[src/rtl/reqdma_pkg.sv]
package reqdma_pkg;

  localparam int CTRL_W = 24;
  localparam int EN_BIT = 23;
  localparam int IE_BIT = 22;

  localparam logic [1:0] REG_SRC  = 2'd0;
  localparam logic [1:0] REG_DST  = 2'd1;
  localparam logic [1:0] REG_CNT  = 2'd2;
  localparam logic [1:0] REG_CTRL = 2'd3;

  localparam logic [2:0] AMODE_STEP = 3'b101;
  localparam logic [2:0] XMODE_HOLD = 3'b101;

  typedef enum logic [1:0] {
    ST_IDLE,
    ST_WAIT,
    ST_READ,
    ST_WRITE
  } chan_state_e;

  function automatic logic [1:0] rd_space(input logic [CTRL_W-1:0] c);
    return c[1:0];
  endfunction

  function automatic logic [1:0] wr_space(input logic [CTRL_W-1:0] c);
    return c[3:2];
  endfunction

  function automatic logic src_steps(input logic [CTRL_W-1:0] c);
    return c[6:4] == AMODE_STEP;
  endfunction

  function automatic logic dst_steps(input logic [CTRL_W-1:0] c);
    return c[9:7] == AMODE_STEP;
  endfunction

  function automatic logic [4:0] req_index(input logic [CTRL_W-1:0] c);
    return c[15:11];
  endfunction

  function automatic logic [1:0] prio_level(input logic [CTRL_W-1:0] c);
    return c[18:17];
  endfunction

  function automatic logic holds_enable(input logic [CTRL_W-1:0] c);
    return c[21:19] == XMODE_HOLD;
  endfunction

endpackage

[src/rtl/reqdma_trigger.sv]
module reqdma_trigger
  import reqdma_pkg::*;
#(
  parameter int NREQ = 32
) (
  input  logic            clk,
  input  logic            rst_n,
  input  logic [NREQ-1:0] req_vec,
  input  logic [4:0]      sel_idx,
  input  logic            arm,
  input  logic            word_done,
  output logic            fire
);

  localparam int PADW = 32;

  logic [PADW-1:0] req_pad;
  logic            req_sel;
  logic            need_low;

  for (genvar i = 0; i < PADW; i++) begin : g_pad
    if (i < NREQ) begin : g_live
      assign req_pad[i] = req_vec[i];
    end else begin : g_tie
      assign req_pad[i] = 1'b0;
    end
  end

  assign req_sel = req_pad[sel_idx];
  assign fire    = req_sel & ~need_low;

  always_ff @(posedge clk) begin
    if (!rst_n) begin
      need_low <= 1'b0;
    end else if (arm) begin
      need_low <= 1'b0;
    end else if (word_done) begin
      need_low <= 1'b1;
    end else if (!req_sel) begin
      need_low <= 1'b0;
    end
  end


  one_word_per_pulse_chk: assert property (@(posedge clk) disable iff (!rst_n)
    (word_done && !arm) |=> !fire);

endmodule

[src/rtl/reqdma_seq.sv]
module reqdma_seq
  import reqdma_pkg::*;
(
  input  logic clk,
  input  logic rst_n,
  input  logic arm,
  input  logic halt,
  input  logic fire,
  input  logic is_last,
  output logic rd_go,
  output logic wr_go
);

  chan_state_e state_q, state_d;

  always_comb begin
    state_d = state_q;
    unique case (state_q)
      ST_IDLE:  state_d = ST_IDLE;
      ST_WAIT:  if (fire) state_d = ST_READ;
      ST_READ:  state_d = ST_WRITE;
      ST_WRITE: state_d = is_last ? ST_IDLE : ST_WAIT;
      default:  state_d = ST_IDLE;
    endcase
    if (arm) begin
      state_d = ST_WAIT;
    end else if (halt) begin
      state_d = ST_IDLE;
    end
  end

  always_ff @(posedge clk) begin
    if (!rst_n) state_q <= ST_IDLE;
    else        state_q <= state_d;
  end

  assign rd_go = (state_q == ST_READ);
  assign wr_go = (state_q == ST_WRITE);


  read_then_write_chk: assert property (@(posedge clk) disable iff (!rst_n)
    (rd_go && !arm && !halt) |=> wr_go);


  write_after_read_chk: assert property (@(posedge clk) disable iff (!rst_n)
    wr_go |-> $past(rd_go));

endmodule

[src/rtl/reqdma_regs.sv]
module reqdma_regs
  import reqdma_pkg::*;
#(
  parameter int AW   = 16,
  parameter int CNTW = 16
) (
  input  logic              clk,
  input  logic              rst_n,
  input  logic              cfg_we,
  input  logic [1:0]        cfg_sel,
  input  logic [CTRL_W-1:0] cfg_wdata,
  input  logic              word_done,
  output logic [AW-1:0]     src_q,
  output logic [AW-1:0]     dst_q,
  output logic [CNTW-1:0]   cnt_q,
  output logic [CTRL_W-1:0] ctrl_q,
  output logic              done_q,
  output logic              is_last
);

  function automatic logic [AW-1:0] step_addr(input logic [AW-1:0] a, input logic inc);
    return inc ? a + AW'(1) : a;
  endfunction

  function automatic logic [CNTW-1:0] count_down(input logic [CNTW-1:0] c);
    return c - CNTW'(1);
  endfunction

  logic wr_src, wr_dst, wr_cnt, wr_ctrl;

  assign wr_src  = cfg_we && (cfg_sel == REG_SRC);
  assign wr_dst  = cfg_we && (cfg_sel == REG_DST);
  assign wr_cnt  = cfg_we && (cfg_sel == REG_CNT);
  assign wr_ctrl = cfg_we && (cfg_sel == REG_CTRL);
  assign is_last = (cnt_q == '0);

  always_ff @(posedge clk) begin
    if (!rst_n) begin
      src_q  <= '0;
      dst_q  <= '0;
      cnt_q  <= '0;
      ctrl_q <= '0;
      done_q <= 1'b0;
    end else begin
      if (word_done) begin
        src_q <= step_addr(src_q, src_steps(ctrl_q));
        dst_q <= step_addr(dst_q, dst_steps(ctrl_q));
        if (!is_last) begin
          cnt_q <= count_down(cnt_q);
        end else begin
          done_q <= 1'b1;
          if (!holds_enable(ctrl_q)) ctrl_q[EN_BIT] <= 1'b0;
        end
      end
      if (wr_src) src_q <= cfg_wdata[AW-1:0];
      if (wr_dst) dst_q <= cfg_wdata[AW-1:0];
      if (wr_cnt) cnt_q <= cfg_wdata[CNTW-1:0];
      if (wr_ctrl) begin
        ctrl_q <= cfg_wdata;
        if (cfg_wdata[EN_BIT]) done_q <= 1'b0;
      end
    end
  end


  count_step_chk: assert property (@(posedge clk) disable iff (!rst_n)
    (word_done && !is_last && !wr_cnt) |=> (cnt_q == $past(cnt_q) - CNTW'(1)));


  src_fixed_chk: assert property (@(posedge clk) disable iff (!rst_n)
    (word_done && !src_steps(ctrl_q) && !wr_src) |=> $stable(src_q));


  dst_step_chk: assert property (@(posedge clk) disable iff (!rst_n)
    (word_done && dst_steps(ctrl_q) && !wr_dst) |=> (dst_q == $past(dst_q) + AW'(1)));


  enable_drop_chk: assert property (@(posedge clk) disable iff (!rst_n)
    (word_done && is_last && !holds_enable(ctrl_q) && !wr_ctrl) |=> !ctrl_q[EN_BIT]);


  done_rise_chk: assert property (@(posedge clk) disable iff (!rst_n)
    $rose(done_q) |-> $past(word_done && is_last));

endmodule

[src/rtl/reqdma_channel.sv]
module reqdma_channel
  import reqdma_pkg::*;
#(
  parameter int AW   = 16,
  parameter int DW   = 24,
  parameter int CNTW = 16,
  parameter int NREQ = 32
) (
  input  logic              clk,
  input  logic              rst_n,
  input  logic              cfg_we,
  input  logic [1:0]        cfg_sel,
  input  logic [CTRL_W-1:0] cfg_wdata,
  input  logic [1:0]        rd_sel,
  output logic [CTRL_W-1:0] rd_data,
  input  logic [NREQ-1:0]   req_vec,
  output logic              mem_re,
  output logic [1:0]        mem_rspace,
  output logic [AW-1:0]     mem_raddr,
  input  logic [DW-1:0]     mem_rdata,
  output logic              mem_we,
  output logic [1:0]        mem_wspace,
  output logic [AW-1:0]     mem_waddr,
  output logic [DW-1:0]     mem_wdata,
  output logic              done_stat,
  output logic              irq,
  output logic [1:0]        prio
);

  logic [AW-1:0]     src_q, dst_q;
  logic [CNTW-1:0]   cnt_q;
  logic [CTRL_W-1:0] ctrl_q;
  logic              done_q, is_last;
  logic              arm, halt, fire, rd_go, wr_go;

  assign arm  = cfg_we && (cfg_sel == REG_CTRL) &&  cfg_wdata[EN_BIT];
  assign halt = cfg_we && (cfg_sel == REG_CTRL) && !cfg_wdata[EN_BIT];

  reqdma_regs #(.AW(AW), .CNTW(CNTW)) u_regs (
    .clk      (clk),
    .rst_n    (rst_n),
    .cfg_we   (cfg_we),
    .cfg_sel  (cfg_sel),
    .cfg_wdata(cfg_wdata),
    .word_done(wr_go),
    .src_q    (src_q),
    .dst_q    (dst_q),
    .cnt_q    (cnt_q),
    .ctrl_q   (ctrl_q),
    .done_q   (done_q),
    .is_last  (is_last)
  );

  reqdma_trigger #(.NREQ(NREQ)) u_trig (
    .clk      (clk),
    .rst_n    (rst_n),
    .req_vec  (req_vec),
    .sel_idx  (req_index(ctrl_q)),
    .arm      (arm),
    .word_done(wr_go),
    .fire     (fire)
  );

  reqdma_seq u_seq (
    .clk    (clk),
    .rst_n  (rst_n),
    .arm    (arm),
    .halt   (halt),
    .fire   (fire),
    .is_last(is_last),
    .rd_go  (rd_go),
    .wr_go  (wr_go)
  );

  assign mem_re     = rd_go;
  assign mem_rspace = rd_space(ctrl_q);
  assign mem_raddr  = src_q;
  assign mem_we     = wr_go;
  assign mem_wspace = wr_space(ctrl_q);
  assign mem_waddr  = dst_q;
  assign mem_wdata  = mem_rdata;
  assign done_stat  = done_q;
  assign irq        = done_q & ctrl_q[IE_BIT];
  assign prio       = prio_level(ctrl_q);

  always_comb begin
    unique case (rd_sel)
      REG_SRC:  rd_data = CTRL_W'(src_q);
      REG_DST:  rd_data = CTRL_W'(dst_q);
      REG_CNT:  rd_data = CTRL_W'(cnt_q);
      default:  rd_data = ctrl_q;
    endcase
  end

endmodule

[config.mk]
export PLATFORM = sky130hd
export DESIGN_NAME = reqdma_channel
export DESIGN_NICKNAME = d
export VERILOG_FILES = /design/src/rtl/reqdma_pkg.sv /design/src/rtl/reqdma_trigger.sv /design/src/rtl/reqdma_seq.sv /design/src/rtl/reqdma_regs.sv /design/src/rtl/reqdma_channel.sv
export SDC_FILE = /design/constraint.sdc
export NUM_CORES = 1
export LEC_CHECK = 0
export ABC_AREA = 1
export BUFFER_PORTS_ARGS = -buffer_cell sky130_fd_sc_hd__buf_2
export CAP_MARGIN = 30
export CORE_MARGIN = 4
export CORE_UTILIZATION = 40
export DETAILED_ROUTE_END_ITERATION = 8
export PLACE_DENSITY = 0.75
export SLEW_MARGIN = 5
export SYNTH_ARGS = -nofsm -noshare
export SYNTH_HDL_FRONTEND = slang
export SYNTH_SLANG_ARGS = --single-unit
[constraint.sdc]
create_clock -name clk -period 3.64 [get_ports clk]
set_input_delay 0.364 -clock clk [delete_from_list [all_inputs] [get_ports clk]]
set_output_delay 0.364 -clock clk [all_outputs]
set_load 0.05 [all_outputs]
**Word-level counts from Yosys, hierarchy flattened**

Index checks and enable logic that the tools add are counted.

- $add $sub $neg: 3
- Magnitude comparators: 1
- Eq/ne operators: 16
- Multiplexer cells: 27
- Bitwise gates (word level): 4
- Reduce and logical (&&, ||, !) cells: 24

Operators with widths:

| kind | number |
|---|---|
| $mux W16 | 9 |
| $pmux W24 S3 | 1 |
| $add A16 B1 Y16 const B | 2 |
| $mux W24 | 1 |
| $logic_not A16 Y1 | 1 |
| $sub A16 B1 Y16 const B | 1 |
| $reduce_bool A2 Y1 | 7 |
| $mux W1 | 13 |
| $eq A2 B2 Y1 const B | 5 |
| $eq A3 B3 Y1 const B | 3 |
| $pmux W2 S4 | 1 |
| $eq A2 B1 Y1 const B | 3 |
| $logic_and A1 B1 Y1 | 6 |
| $logic_not A2 Y1 | 3 |
| $lt A5 B6 Y1 const B | 1 |
| $ne A2 B2 Y1 const B | 3 |
| $reduce_and A2 Y1 | 3 |
| $bmux W1 S5 | 1 |
| $ne A4 B4 Y1 const B | 1 |
| $reduce_and A3 Y1 | 1 |
| $reduce_or A3 Y1 | 1 |
| $and A1 B1 Y1 | 2 |
| $mux W2 | 1 |
| $ne A2 B1 Y1 const B | 1 |
| 3 further kinds | 4 |

- Register bits: 76
- Input bits: 87
- Output and inout port bits: 90

**Depth between registers and ports, before layout**

- Depth after elaboration: 7
- Gate-level depth with buffers: 13

**By module**

A second synthesis with hierarchy kept.

- Cells, all modules: 849
- Area, all modules: 5457.7 um2

By module, submodules not included:

| module | instances | cells each | area an instance (um2) | sequential area each (um2) |
|---|---|---|---|---|
| reqdma_regs | 1 | 601 | 4058.9 | 1461.4 |
| reqdma_channel | 1 | 141 | 802.0 | 0.0 |
| reqdma_trigger | 1 | 83 | 436.7 | 20.0 |
| reqdma_seq | 1 | 24 | 160.2 | 40.0 |

**Worst setup path after synthesis**

OpenSTA, ideal clock, no wires.

- Path kind: input port to output port
- Start: in rd_sel[0]
- End: out rd_data[12]
- Data arrival time: 1760 ps
- Slack: 1516 ps
- Stages on the path: 3
- Cells stage by stage: nand2_1 > clkbuf_1 > o21ai_0

- Word-level cells in the longest chain between the ends: 2

RTL lines:

| element | RTL line | RTL |
|---|---|---|
| start: declaration | reqdma_channel.sv:14 | `input logic [1:0] rd_sel,` |
| $eq A2 B2 Y1, or another cell as far along | reqdma_channel.sv:87 | `unique case (rd_sel)` |
| $pmux W24 S3 (*) | reqdma_channel.sv:87 |  |
| end: declaration | reqdma_channel.sv:15 | `output logic [CTRL_W-1:0] rd_data,` |

Mark *: on every way between the ends. The rest lies on a longest branch, timed or not.

**Worst setup path in the final report**

- Start: reg u_seq.state_q[0]
- End: reg u_regs.dst_q[15]

- Word-level cells in the longest chain between the ends: 3

RTL lines:

| element | RTL line | RTL |
|---|---|---|
| start: declaration | reqdma_seq.sv:14 | `chan_state_e state_q, state_d;` |
| start signal: assignment | reqdma_seq.sv:34 | `else state_q <= state_d;` |
| $eq A2 B2 Y1 | reqdma_seq.sv:38 | `assign wr_go = (state_q == ST_WRITE);` |
| $reduce_bool A2 Y1 (no source line) | n/a |  |
| $reduce_and A2 Y1 (no source line) | n/a |  |
| end signal: assignment | reqdma_regs.sv:47 | `dst_q <= step_addr(dst_q, dst_steps(ctrl_q));` |
| end signal: assignment | reqdma_regs.sv:56 | `if (wr_dst) dst_q <= cfg_wdata[AW-1:0];` |
| end: declaration | reqdma_regs.sv:14 | `output logic [AW-1:0] dst_q,` |

Every way passes these cells.
A chain may end at the register's enable or synchronous reset.

==> metrics.cfg <==
[routing]
viasPerCell = 5.31
drt-initial-drc-count = 582
vias = 5333
antenna_left = 0
post-route-drc-count = 0
wl_per_cell_microns = 16.2
dr.pass1.iters = 5
drt-total-wl_microns = 16300

[clocking]
clk_path_buf_depth = 2
cts_tree = built
cts_resized = 0
clk_pin_slew_ns = 0.06
cts_buffers = 9
worst_skew_pair.late_latency_ns = 0.34
cts_sinks = 76
post_cts_buffers = 0
cts_hold_buf = 0
root_buffer = clkbuf_16
h-tree-depth = 3

[setup_path]
arrival_ns = 2.58
r2r_slack_ns = 1.35
cp-start-kind = flop
required_ns = 3.93
endpoint_kind = flop
worst-path-max-fanout = 11
regToRegStartpoint = u_seq.state_q[0]
crit_type = flop to flop
r2r-end = u_regs.dst_q[15]
reg2regPathDepth = 7

[run]
max-cap-violations = 0

[place]
portBuffers = 128
dpl_cell_area_sq_mm = 0.00551
gp_congestion = 0.951
place_hpwl_microns = 12200

[yosys]
ys_ff_latch = 76
synth_nets = 837
synth.avg_cell_area_sq_um = 6.66
syn-cell-area_sq_mm = 0.00495
ys_types = 42
synthCells = 744
ys_seq_area_share_pct = 30.7
yosysWarnings = 0

[timing]
rsz0062_at_grt = false
worst_slew_pin_slew_ns = 0.876
finalCritPeriodShare_pct = 62.9
hold_viol = 0
fmax_ghz = 0.437
fin_crit_ns = 2.29
final-setup-viol-count = 0
final.setup.tns_ns = 0
finalMaxSlewViolations = 0
fin_worst_skew_ns = 0.00591
slew_headroom_pct = 41.4

[min_path]
hold_depth = 3
hp-class = input pin to flop
hold_end = u_regs.dst_q[13]
min_from = cfg_wdata[13]

[global_route]
gr-total-overflow = 0
use_met2_pct = 35.7
grt_pass1_wl_microns = 25500
grt_max_degree = 46
grt_pass1_vias = 5020
antenna_found_initial = 1
grt_util_met3_pct = 6.41
grt_busiest_layer = met2
grtUsageTotal_pct = 22.5
grt.met1_usage_pct = 28.2

[floorplan]
rows = 40
die_area_sq_mm = 0.0142
die_w_microns = 119
die_h_microns = 119
initial_core_util_pct = 41.1
core_area_sq_mm = 0.0121
ioPinCount = 177

[status]
status = complete, no violations

[pwr]
peakVddDrop_v = 0.000230
power_density_mw_per_mm2 = 417
power.leakage_nw = 2.63

[finish]
fillerInstances = 1223
nNetsFinal = 924
area_growth_syn_to_layout_pct = 18.0
design_area_sq_mm = 0.00584
drive_above_1_share_pct = 21.4

[logic make-up (layout without fill, tap and decap cells)]
group                      Yosys count  in the layout  share of synthesized area (%)
AOI/OAI and AO/OA                  162            162                           18.4
buffers and inverters              156            248                           14.8
and+or+nand+nor                    306            306                           27.9
other                                0              1                              0
DFF                                 76             76                           30.7
adders and majority gates            6              6                           1.52
xor gates and xnor gates            38             38                           6.72
[cell type report]
type | instances | area [sq um] | share of cell area (%)
clock inverters | 5 | 82.6 | 1.41
repair buffers | 134 | 706 | 12.1
multi-input cells | 512 | 2700 | 46.2
diodes | 1 | 2.50 | 0.0428
flip-flops and latches | 76 | 1520 | 26.0
inverters | 98 | 370 | 6.34
well taps | 168 | 210 | 3.60
clock buffers | 11 | 253 | 4.32
[sequential cells by signal, indices dropped and copies added (netlist names)]
signal,flops
u_regs.ctrl_q,24
u_regs.cnt_q,16
u_regs.dst_q,16
u_regs.src_q,16
u_seq.state_q,2
u_regs.done_q,1
u_trig.need_low,1
[worst max path at each step]
stage	from	to	slack, ns	cells past startpoint
after global routing	rd_sel[1]	rd_data[1]	1.25	9
after global placement	rd_sel[0]	rd_data[6]	1.33	5
after floorplan	rd_sel[0]	rd_data[12]	1.52	3
final	u_seq.state_q[0]	u_regs.dst_q[15]	1.35	7
after CTS	u_seq.state_q[0]	u_regs.dst_q[15]	1.40	7
after detailed placement	u_seq.state_q[0]	u_regs.dst_q[15]	1.41	7
[layout by cell type, fill, tap and decap left out, drive strengths merged, types with 2 or more instances in the layout]
cell and n:
xnor2 8, a31oi 23, nor2 60, dfxtp 76, o22ai 12, ha 6
nand4 9, nand2 170, inv 98, buf 134, bufinv 2, nand3 49
xor2 30, nor3 14, clkbuf 11, o21ai 58, a21oi 54, o221ai 4
or2 2, clkinv 3, a221oi 6
[synth_stat cells (all sizes together)]
cell	n	area (sq um)
nand2	170	656
inv	97	367
dfxtp	76	1520
nor2	60	248
o21ai	58	290
a21oi	54	270
nand3	49	250
buf	42	304
xor2	30	263
a31oi	23	144
clkbuf	16	60.1
nor3	14	125
o22ai	12	75.1
nand4	9	75.1
xnor2	8	70.1
a221oi	6	52.6
ha	6	75.1
o221ai	4	35.0
or2	2	12.5
a211oi	1	7.51
a21boi	1	7.51
a22oi	1	12.5
and2	1	6.26
clkinv	1	3.75
nor3b	1	7.51
o2111ai	1	8.76
o211ai	1	7.51
[layer usage]
layer  share of wire (%)  wire [microns]  up-vias
met5                   0               0        -
met4                 4.1             670        0
met3                 9.9            1620       51
met2                  45            7260      277
met1                  41            6740     2416
li1                    -               -     2589
[worst max-delay path, stage by stage, from the launching register on]
cell	delay, ns
dfxtp_1	0.41
ha_1	0.48
nand4_1	0.27
nor2_1	0.67
nand3_1	0.17
o221ai_1	0.10
nand2_1	0.07
inv_1	0.06
[through the flow]
| stage | total power, mW | util (%) | hold slack, ns | cells | worst slack, ns |
|---|---|---|---|---|---|
| 2_1_floorplan | 1.37 | - | 0.425 | 744 | 1.52 |
| 5_1_grt | 2.54 | 48.4 | 0.309 | 1004 | 1.25 |
| 6_report | 2.44 | 48.5 | 0.307 | 1005 | 1.35 |
| 3_3_place_gp | 1.44 | 45.4 | 0.444 | 986 | 1.33 |
| 4_1_cts | 2.44 | 48.4 | 0.297 | 1004 | 1.40 |
| 3_5_place_dp | 1.45 | 45.7 | 0.454 | 988 | 1.41 |
[power by group]
part	switching [mW]	total [mW]	leakage, nW	internal, mW
clock network	0.362	1.00	0.166	0.640
registers	0.0501	0.924	0.620	0.874
logic	0.355	0.512	1.84	0.157
No activity file was read; power rests on OpenSTA's default activity.
